`src/rtl/dual_mode_latch.sv`:
```
module dual_mode_latch #(
  parameter int W = 4
) (
  input  logic         clk,
  input  logic         clr_n,
  input  logic         en_n,
  input  logic [W-1:0] d,
  input  logic [W-1:0] s_n,
  output logic [W-1:0] q
);

  logic [W-1:0] state;
  logic [W-1:0] next_bit;

  for (genvar i = 0; i < W; i++) begin : g_bit
    assign next_bit[i] = d[i] & (~s_n[i] | state[i]);
  end

  always_ff @(posedge clk) begin
    if (!clr_n)
      state <= '0;
    else if (!en_n)
      state <= next_bit;
  end

  assign q = state;

  logic past_ok;
  always_ff @(posedge clk) past_ok <= 1'b1;

  AST_CLEAR_ZERO: assert property (@(posedge clk)
    disable iff (!past_ok) !clr_n |=> (q == '0));

  AST_DISABLED_HOLD: assert property (@(posedge clk)
    disable iff (!past_ok || !clr_n) en_n |=> $stable(q));

  for (genvar k = 0; k < W; k++) begin : g_chk
    AST_FOLLOW: assert property (@(posedge clk)
      disable iff (!past_ok || !clr_n)
      (!en_n && !s_n[k]) |=> (q[k] == $past(d[k])));

    AST_D_LOW_CLEARS: assert property (@(posedge clk)
      disable iff (!past_ok || !clr_n)
      (!en_n && !d[k]) |=> !q[k]);

    AST_SR_HOLD: assert property (@(posedge clk)
      disable iff (!past_ok || !clr_n)
      (!en_n && s_n[k] && d[k]) |=> $stable(q[k]));
  end

endmodule

```
`config.mk`:
```
export PLATFORM = sky130hd
export DESIGN_NAME = dual_mode_latch
export DESIGN_NICKNAME = d
export VERILOG_FILES = /design/src/rtl/dual_mode_latch.sv
export SDC_FILE = /design/constraint.sdc
export NUM_CORES = 1
export LEC_CHECK = 0
export ABC_AREA = 1
export BUFFER_PORTS_ARGS = -buffer_cell sky130_fd_sc_hd__buf_2
export CAP_MARGIN = 10
export CELL_PAD_IN_SITES_DETAIL_PLACEMENT = 0
export CELL_PAD_IN_SITES_GLOBAL_PLACEMENT = 1
export CORE_AREA = 5 5 42 44
export DETAILED_ROUTE_END_ITERATION = 12
export DIE_AREA = 0 0 47 49
export PLACE_DENSITY_LB_ADDON = 0.1
export SLEW_MARGIN = 10
export SYNTH_ARGS = -nofsm -noshare
export SYNTH_HDL_FRONTEND = slang
export SYNTH_SLANG_ARGS = --single-unit
```
`constraint.sdc`:
```
create_clock -name clk -period 1.1 [get_ports clk]
set_input_delay 0.055 -clock clk [delete_from_list [all_inputs] [get_ports clk]]
set_output_delay 0.055 -clock clk [all_outputs]
set_load 0.02 [all_outputs]
```
# Word level (Yosys, flattened, before mapping)
# Index checks and enable logic that the tools add are counted.
[totals] reg_bits=4 input_bits=11 out_inout_bits=4 word_cells=13
[classes] bitwise_logic=12
[op_table] operator="$and A1 B1 Y1" n=4
[op_table] operator="$not A1 Y1" n=4
[op_table] operator="$or A1 B1 Y1" n=4

# Longest topological paths before layout
# Gate-level depths: netlist of run 1.
[depth] ltp_word=3 depth_mapped=3 ltp_nobuf=3

# Least setup slack after synthesis of run 1
# Ideal clock, no wire load.
[synth_timing] path_kind="flip-flop to flip-flop" startpoint="register state[0], in the netlist q[0]" endpoint="register state[0], in the netlist q[0]" setup_ns=0.064 arrival_ns=0.553 required_time_ns=1.036 slack_ns=0.484 stages_incl_launch_ff=3 n_path_buf=0 path_cell_list="dfxtp_1 > nor2_1 > nor2_1"
[synth_between] elab_chain_len=2
[synth_lines] item="start, declared" line="12" text="logic [W-1:0] state;"
[synth_lines] item="start signal, assigned" line="23" text="state <= next_bit;"
[synth_lines] item="$or A1 B1 Y1" line="16" text="assign next_bit[i] = d[i] & (~s_n[i] | state[i]);"
[synth_lines] item="$and A1 B1 Y1" line="16"
# No other way between the ends.
# A chain may end at the register's enable or synchronous reset.

# Worst setup path after layout of run 1
[layout_timing] startpoint="register state[3], in the netlist q[3]" endpoint="output port q[3]"
[layout_lines] item="end, declared" line="9" text="output logic [W-1:0] q"
# No word-level cell between the ends.

==> summary.log, run 1 <==
qor: logic_synthesis.avgSynthCellArea 7.257 um2
qor: logic_synthesis.netlist_top_cells_area sky130_fd_sc_hd__dfxtp_1, sky130_fd_sc_hd__nor2_1, sky130_fd_sc_hd__o21ai_1
qor: global_routing.grtUsageMet3 0.07011
qor: sta.slew_viol_final 0
qor: route.num_vias 191
qor: route.detail_route.first_pass.iterations 1
qor: route.routed_wire_length_per_instance 9.151 um
qor: power.power_density 1544 nW/um2
qor: sta.timing.max_slew.rel_slack 0.9047
qor: finish.filler_cell_count 172
qor: sta.tightest_slew 0.1430 ns
qor: floorplan.num_rows 14
qor: sta.timing.fmax 1.291 GHz
qor: clock_network.clock_latency_on_the_worst_skew_pair 0.23 ns
qor: global_routing.wire_length_of_the_first_global_routing_pass 759 um
qor: logic_synthesis.yosysSeqAreaShare 0.5517
qor: logic_synthesis.synth_top_area_share 0.5517
qor: clock_network.cts_tree done
qor: sta.worst_clock_skew 0 ns
qor: worst_setup_path.critical_path_peak_fanout 2
qor: clock_network.max-clock-path-buffers 2
qor: worst_setup_path.critPathCaptureType output pin
qor: clock_network.cts_inserted_buffers 3
qor: sta.hold_slack 0.05811 ns
qor: sta.count_of_final_hold_check_violations 0
qor: power.comb_power_share 0.146
qor: worst_setup_path.critPathLaunch q[3]$_SDFFE_PN0N_
qor: logic_synthesis.synth.net_count 31
qor: finish.ff_latch_area 80.08 um2
qor: logic_synthesis.yosysTopAreaCell sky130_fd_sc_hd__dfxtp_1
qor: global_routing.globalRouteMet1Util 0.04626
qor: power.power.clock.fraction 0.458
qor: finish.max_reg_flops 4
qor: route.ant_nets 0
qor: worst_setup_path.regToRegStartpoint q[3]$_SDFFE_PN0N_
qor: global_routing.via_count_of_the_first_global_routing_pass 207
qor: worst_setup_path.start_kind register
qor: worst_setup_path.worst-endpoint-arrival 0.72 ns
qor: floorplan.io_pins 15
qor: logic_synthesis.synth_cell_types 3
qor: logic_synthesis.synth-seq-cells 4
qor: worst_setup_path.worstPathRequired 1.04 ns
qor: worst_setup_path.critical_path_cell_by_cell buf_2
qor: worst_setup_path.worst_r2r_path_depth 2
qor: logic_synthesis.synth_enable_flop_cells 0
qor: sta.layout_worst_path_cycle_share 0.7041
qor: logic_synthesis.mappedNetlistArea 145.1 um2
qor: place.routability_congestion_estimate_from_global_placement 0.6067
qor: power.total_switching_power 95.47 uW
qor: power.p_leak 0.0001324 uW
qor: global_routing.gr-usage-all-layers 0.05004
qor: logic_synthesis.synth.top_cells.by_count sky130_fd_sc_hd__nor2_1, sky130_fd_sc_hd__dfxtp_1, sky130_fd_sc_hd__o21ai_1
qor: logic_synthesis.post-synth-top-count-cell sky130_fd_sc_hd__nor2_1
qor: finish.count_of_inserted_antenna_diode_cells 0
qor: floorplan.fp.dieW 47 um
qor: sta.finalCriticalPeriod 0.7745 ns
qor: finish.drive_above_1_share 0.4595
qor: route.drt-vias-per-instance 3.604
qor: clock_network.cts_num_sinks 4
qor: global_routing.grt_use_met2 0.07014
qor: logic_synthesis.ys_dominant_reg_cell sky130_fd_sc_hd__dfxtp_1
qor: power.power_frac_seq 0.396
qor: global_routing.grt.busiest_layer met2
qor: sta.finalSetupViolations 0
qor: job.maxCapViolations 0
qor: outcome.result_of_the_run complete, no violations
qor: finish.design.final.nets 50
qor: floorplan.initial_cell_density_of_the_core 0.1036
qor: global_routing.grt_antenna_before_repair 0
qor: place.io_buffers 14
qor: clock_network.h-tree-depth 1
qor: finish.multi_input_gate_area 65.06 um2
qor: worst_setup_path.slowest_delay 0.32 ns
qor: worst_setup_path.timing.critical_path.buf_inv 1
qor: worst_setup_path.critical_path_depth 1
qor: sta.totalNegativeSetupSlack 0 ns
qor: clock_network.clk_transition_reported_paths 0.04 ns
qor: route.route.detailed.drc 0
qor: floorplan.fp.dieArea 2303 um2
qor: logic_synthesis.synthCells 20
qor: worst_setup_path.timing_worst_setup_path_type reg2out
qor: power.fraction_of_power_spent_switching_nets 0.2399
qor: clock_network.holdBufCountCts 0
qor: clock_network.post_cts_setup_buffer_count 0
qor: global_routing.gr-total-overflow 0
qor: floorplan.die_h 49 um
qor: worst_setup_path.rr_endpoint q[3]$_SDFFE_PN0N_
qor: finish.syn_to_final_growth 77.59%
qor: clock_network.clk_root_buffer_cell sky130_fd_sc_hd__clkbuf_4
qor: worst_setup_path.path_delay_family flip-flops
qor: worst_setup_path.critical-path-slowest-cell sky130_fd_sc_hd__dfxtp_1
qor: worst_setup_path.setup.reg_to_reg.worst_slack 0.54 ns
qor: clock_network.post_cts.resized_instances 0
qor: floorplan.fp.coreArea 1401 um2
qor: worst_setup_path.timing.critical_path.to q[3]
qor: power.vdd.ir_drop.worst 540.1 uV
qor: hold_path.hold_path_class in2reg
qor: route.detail_route.wirelength 485 um
qor: route.dr.first_iter.drc_count 0
qor: logic_synthesis.async_set_or_reset_flop_fraction_in_the_synthesized_netlist 0
qor: sta.setup_repair_after_global_routing_missed_its_margin false
qor: place.post-dp-hpwl 395.9 um
qor: logic_synthesis.yosysWarnings 0
qor: power.power.internal 302.6 uW
qor: global_routing.grt_start_max_net_pins 9
## logic make-up (layout without fill, tap and decap cells)
family | count (synthesis) | count (layout) | share of synthesized area
buf+inv | 0 | 17 | 0
flops | 4 | 4 | 0.5517
simple gates | 12 | 12 | 0.3103
compound gates | 4 | 4 | 0.1379
## layout make-up
type,count,area share
sequential,4,0.3107
clock buffer,3,0.08738
multi-input combinational,16,0.2524
timing repair buffer,14,0.2718
tap,16,0.07767
## per-stage QoR
| stage | cells | worst slack (ns) | total power, uW | cell area, um2 | utilization |
|---|---|---|---|---|---|
| finish | 53 | 0.3255 | 398.0 | 257.7 | 0.1839 |
| detailed placement | 50 | 0.5459 | 218.9 | 235.2 | 0.1679 |
| CTS | 53 | 0.3145 | 409.5 | 257.7 | 0.1839 |
| global route | 53 | 0.2648 | 433.8 | 257.7 | 0.1839 |
| global placement | 50 | 0.5667 | 217.1 | 235.2 | 0.1679 |
| floorplan | 20 | 0.4836 | 186.2 | 145.1 | - |
## worst min path at each step
stage | startpoint | slack [ns] | endpoint | depth (start not counted)
final | d[0] | 0.06 | q[0]$_SDFFE_PN0N_ | 3
after global routing | d[1] | 0.08 | q[1]$_SDFFE_PN0N_ | 3
after CTS | d[0] | 0.05 | q[0]$_SDFFE_PN0N_ | 3
after detailed placement | d[0] | 0.30 | q[0]$_SDFFE_PN0N_ | 3
after global placement | d[0] | 0.30 | q[0]$_SDFFE_PN0N_ | 3
after floorplan | clr_n | 0.20 | q[0]$_SDFFE_PN0N_ | 2
## power by group through the flow
stage	combinational (uW)	sequential (uW)	clock [uW]
final	58.1	158	182
after CTS	59.3	158	192
after detailed placement	58.9	160	0
after global routing	64.9	159	210
after floorplan	15.8	170	0
after global placement	57.6	160	0
## per-layer routing
| layer | wire (um) | up-vias | part of all wire |
|---|---|---|---|
| met5 | 0 | - | 0 |
| met4 | 0 | 0 | 0 |
| met3 | 86 | 0 | 0.18 |
| met2 | 229 | 12 | 0.47 |
| met1 | 169 | 81 | 0.35 |
| li1 | - | 98 | - |
## cell usage in the layout, fill, tap and decap left out
cell type                  count
sky130_fd_sc_hd__nor2_1       12
sky130_fd_sc_hd__dfxtp_1       4
sky130_fd_sc_hd__o21ai_1       4
sky130_fd_sc_hd__buf_2        14
sky130_fd_sc_hd__clkbuf_4      3
Note: power is estimated with default switching activity, not from simulation.
==> run 2: changes to the inputs <==
--- a/config.mk
+++ b/config.mk
@@ -5,7 +5,7 @@
 export SDC_FILE = /design/constraint.sdc
 export NUM_CORES = 1
 export LEC_CHECK = 0
-export ABC_AREA = 1
+export ABC_AREA = 0
 export BUFFER_PORTS_ARGS = -buffer_cell sky130_fd_sc_hd__buf_2
 export CAP_MARGIN = 10
 export CELL_PAD_IN_SITES_DETAIL_PLACEMENT = 0
==> constraint.sdc (replaced) <==
create_clock -name clk -period 0.8 [get_ports clk]
set_input_delay 0.04 -clock clk [delete_from_list [all_inputs] [get_ports clk]]
set_output_delay 0.04 -clock clk [all_outputs]
set_load 0.02 [all_outputs]
==> run 2 against run 1 <==
  * Core utilization unchanged
  * Setup slack worse by 0.28 ns
  * Die area unchanged
==> summary.log, run 2 <==
qor: outcome.result_of_the_run complete, no violations [unchanged]
qor: finish.most_common_cell_after_layout_fill_and_taps_aside sky130_fd_sc_hd__buf_2 [unchanged]
qor: clock_network.h-tree-depth 1 [unchanged]
qor: floorplan.io_pins 15 [unchanged]
qor: clock_network.cts_num_sinks 4 [unchanged]
qor: worst_setup_path.worst-endpoint-arrival 0.71 ns [was 0.72 ns]
qor: route.route.detailed.drc 0 [unchanged]
qor: power.p_leak 0.0001278 uW [was 0.0001324 uW]
qor: route.num_vias 157 [was 191]
qor: worst_setup_path.regToRegStartpoint q[1]$_SDFFE_PN0N_ [was q[3]$_SDFFE_PN0N_]
qor: worst_setup_path.critical_path_cell_by_cell buf_2 [unchanged]
qor: floorplan.fp.coreArea 1401 um2 [unchanged]
qor: logic_synthesis.synth.top_cells.by_count sky130_fd_sc_hd__dfxtp_1, sky130_fd_sc_hd__nor2_1, sky130_fd_sc_hd__o221a_1 [was sky130_fd_sc_hd__nor2_1, sky130_fd_sc_hd__dfxtp_1, sky130_fd_sc_hd__o21ai_1]
qor: logic_synthesis.ys_dominant_reg_cell sky130_fd_sc_hd__dfxtp_1 [unchanged]
qor: logic_synthesis.yosysWarnings 0 [unchanged]
qor: route.dr.first_iter.drc_count 0 [unchanged]
qor: sta.timing.fmax 1.328 GHz
qor: global_routing.via_count_of_the_first_global_routing_pass 178 [was 207]
qor: global_routing.grt_antenna_before_repair 0 [unchanged]
qor: worst_setup_path.worstPathRequired 0.76 ns [was 1.04 ns]
qor: floorplan.fp.dieArea 2303 um2 [unchanged]
qor: worst_setup_path.worst_r2r_path_depth 1 [was 2]
qor: logic_synthesis.yosysSeqAreaShare 0.5289 [was 0.5517]
qor: sta.finalCriticalPeriod 0.7529 ns
qor: sta.slew_viol_final 0 [unchanged]
qor: sta.finalSetupViolations 0 [unchanged]
qor: worst_setup_path.critical-path-slowest-cell sky130_fd_sc_hd__dfxtp_1 [unchanged]
qor: sta.tightest_slew 0.1429 ns [was 0.1430 ns]
qor: worst_setup_path.rr_endpoint q[1]$_SDFFE_PN0N_ [was q[3]$_SDFFE_PN0N_]
qor: logic_synthesis.synth_cell_types 4 [was 3]
qor: logic_synthesis.netlist_top_cells_area sky130_fd_sc_hd__dfxtp_1, sky130_fd_sc_hd__o221a_1, sky130_fd_sc_hd__nor2_1, sky130_fd_sc_hd__buf_6 [was sky130_fd_sc_hd__dfxtp_1, sky130_fd_sc_hd__nor2_1, sky130_fd_sc_hd__o21ai_1]
qor: finish.max_reg_flops 4 [unchanged]
qor: route.detail_route.first_pass.iterations 1 [unchanged]
qor: finish.count_of_inserted_antenna_diode_cells 0 [unchanged]
qor: worst_setup_path.slowest_delay 0.32 ns [about the same]
qor: logic_synthesis.synthCells 13 [was 20]
qor: logic_synthesis.mappedNetlistArea 151.4 um2 [was 145.1 um2]
qor: finish.syn_to_final_growth 70.25% [was 77.59%]
qor: route.routed_wire_length_per_instance 10.60 um [was 9.151 um]
qor: clock_network.cts_inserted_buffers 3 [unchanged]
qor: place.io_buffers 14 [unchanged]
qor: sta.setup_repair_after_global_routing_missed_its_margin false [unchanged]
qor: route.detail_route.wirelength 477 um [was 485 um]
qor: clock_network.cts_tree done [unchanged]
qor: finish.drive_above_1_share 0.5862 [was 0.4595]
qor: clock_network.max-clock-path-buffers 2 [unchanged]
qor: sta.layout_worst_path_cycle_share 0.9411
qor: sta.totalNegativeSetupSlack 0 ns [unchanged]
qor: route.drt-vias-per-instance 3.489 [was 3.604]
qor: power.power_density 2098 nW/um2 [was 1544 nW/um2]
qor: global_routing.wire_length_of_the_first_global_routing_pass 710 um [was 759 um]
qor: worst_setup_path.start_kind register [unchanged]
qor: logic_synthesis.synth.net_count 24 [was 31]
qor: sta.count_of_final_hold_check_violations 0 [unchanged]
qor: logic_synthesis.synth_top_area_share 0.5289 [was 0.5517]
qor: finish.mostFrequentLayoutCells sky130_fd_sc_hd__buf_2, sky130_fd_sc_hd__nor2_1, sky130_fd_sc_hd__o221a_1, sky130_fd_sc_hd__dfxtp_1, sky130_fd_sc_hd__clkbuf_4 [was sky130_fd_sc_hd__buf_2, sky130_fd_sc_hd__nor2_1, sky130_fd_sc_hd__o21ai_1, sky130_fd_sc_hd__dfxtp_1, sky130_fd_sc_hd__clkbuf_4]
qor: job.maxCapViolations 0 [unchanged]
qor: worst_setup_path.timing.critical_path.buf_inv 1 [unchanged]
qor: sta.worst_clock_skew 0 ns [unchanged]
qor: clock_network.post_cts_setup_buffer_count 0 [unchanged]
qor: worst_setup_path.critPathLaunch q[3]$_SDFFE_PN0N_ [unchanged]
qor: logic_synthesis.synth_enable_flop_cells 0 [unchanged]
qor: clock_network.clk_transition_reported_paths 0.04 ns [about the same]
qor: place.routability_congestion_estimate_from_global_placement 0.5078 [was 0.6067]
qor: clock_network.holdBufCountCts 0 [unchanged]
qor: floorplan.initial_cell_density_of_the_core 0.1080 [was 0.1036]
qor: finish.design.final.nets 42 [was 50]
qor: logic_synthesis.avgSynthCellArea 11.65 um2 [was 7.257 um2]
qor: power.vdd.ir_drop.worst 579.1 uV [was 540.1 uV]
qor: global_routing.gr-total-overflow 0 [unchanged]
qor: floorplan.die_h 49 um [unchanged]
qor: clock_network.clk_root_buffer_cell sky130_fd_sc_hd__clkbuf_4 [unchanged]
qor: clock_network.post_cts.resized_instances 0 [unchanged]
qor: logic_synthesis.synth-seq-cells 4 [unchanged]
qor: worst_setup_path.timing.critical_path.to q[3] [unchanged]
qor: worst_setup_path.path_delay_family flip-flops [unchanged]
qor: floorplan.fp.dieW 47 um [unchanged]
qor: route.ant_nets 0 [unchanged]
qor: worst_setup_path.critical_path_peak_fanout 2 [unchanged]
qor: worst_setup_path.timing_worst_setup_path_type reg2out [unchanged]
qor: floorplan.num_rows 14 [unchanged]
qor: worst_setup_path.setup.reg_to_reg.worst_slack 0.18 ns [was 0.54 ns]
qor: sta.timing.max_slew.rel_slack 0.9047 [about the same]
qor: worst_setup_path.critical_path_depth 1 [unchanged]
qor: global_routing.gr-usage-all-layers 0.05000 [was 0.05004]
qor: power.total_power 540.7 uW [was 398.0 uW]
qor: logic_synthesis.async_set_or_reset_flop_fraction_in_the_synthesized_netlist 0 [unchanged]
qor: logic_synthesis.yosysTopAreaCell sky130_fd_sc_hd__dfxtp_1 [unchanged]
qor: global_routing.grt_start_max_net_pins 9 [unchanged]
qor: finish.filler_cell_count 171 [was 172]
qor: worst_setup_path.critPathCaptureType output pin [unchanged]
qor: hold_path.hold_path_class in2reg [unchanged]
qor: clock_network.clock_latency_on_the_worst_skew_pair 0.23 ns [about the same]
==> run 2: worst min path at each step <==
stage | cells past startpoint | end | slack [ns] | start
floorplan | 1 | q[0]$_SDFFE_PN0N_ | 0.18 | clr_n
global placement | 2 | q[3]$_SDFFE_PN0N_ | 0.31 | d[3]
detailed placement | 2 | q[3]$_SDFFE_PN0N_ | 0.32 | d[3]
CTS | 2 | q[3]$_SDFFE_PN0N_ | 0.06 | d[3]
global route | 2 | q[3]$_SDFFE_PN0N_ | 0.07 | d[3]
finish | 2 | q[3]$_SDFFE_PN0N_ | 0.07 | d[3]
==> run 2: routing by layer <==
layer | track usage | vias to the layer above | routed length (um)
met1 | 0.05495 | 64 | 203
li1 | - | 82 | -
met4 | 0.05530 | 0 | 0
met5 | 0 | - | 0
met3 | 0.03690 | 0 | 74
met2 | 0.05430 | 11 | 199
==> run 2: metrics by stage <==
stage / util / cell area, um2 / instances / worst slack [ns] / hold WS (ns)
global placement: 0.1643 / 230.2 / 42 / 0.2019 / 0.3084
global route: 0.1839 / 257.7 / 45 / 0.002043 / 0.07095
finish: 0.1839 / 257.7 / 45 / 0.04713 / 0.07376
detailed placement: 0.1643 / 230.2 / 42 / 0.1821 / 0.3174
floorplan: - / 151.4 / 13 / 0.1190 / 0.1819
CTS: 0.1804 / 252.7 / 45 / 0.01855 / 0.06198
==> run 2: area by class of cell <==
class                           instances  area, um2  share of cell area
Sequential cell                         4      80.08              0.3107
Tap cell                               16      20.02             0.07767
Clock buffer                            3      22.52             0.08738
Timing Repair Buffer                   14      75.07              0.2913
Multi-Input combinational cell          8      60.06              0.2330
==> run 2: cell families (layout without fill, tap and decap cells) <==
kind of cell / count (synthesis) / count (layout) / share of synthesized area
flops: 4 / 4 / 0.5289
buf+inv: 1 / 17 / 0.07437
compound gates: 4 / 4 / 0.2975
simple gates: 4 / 4 / 0.09914
==> run 2: power by group <==
group | switching (uW) | internal [uW] | leakage, uW
clock network | 80.5 | 168 | 0.0000138
logic | 36.6 | 38.5 | 0.0000811
registers | 5.44 | 212 | 0.0000329
total | 123 | 418 | 0.000128
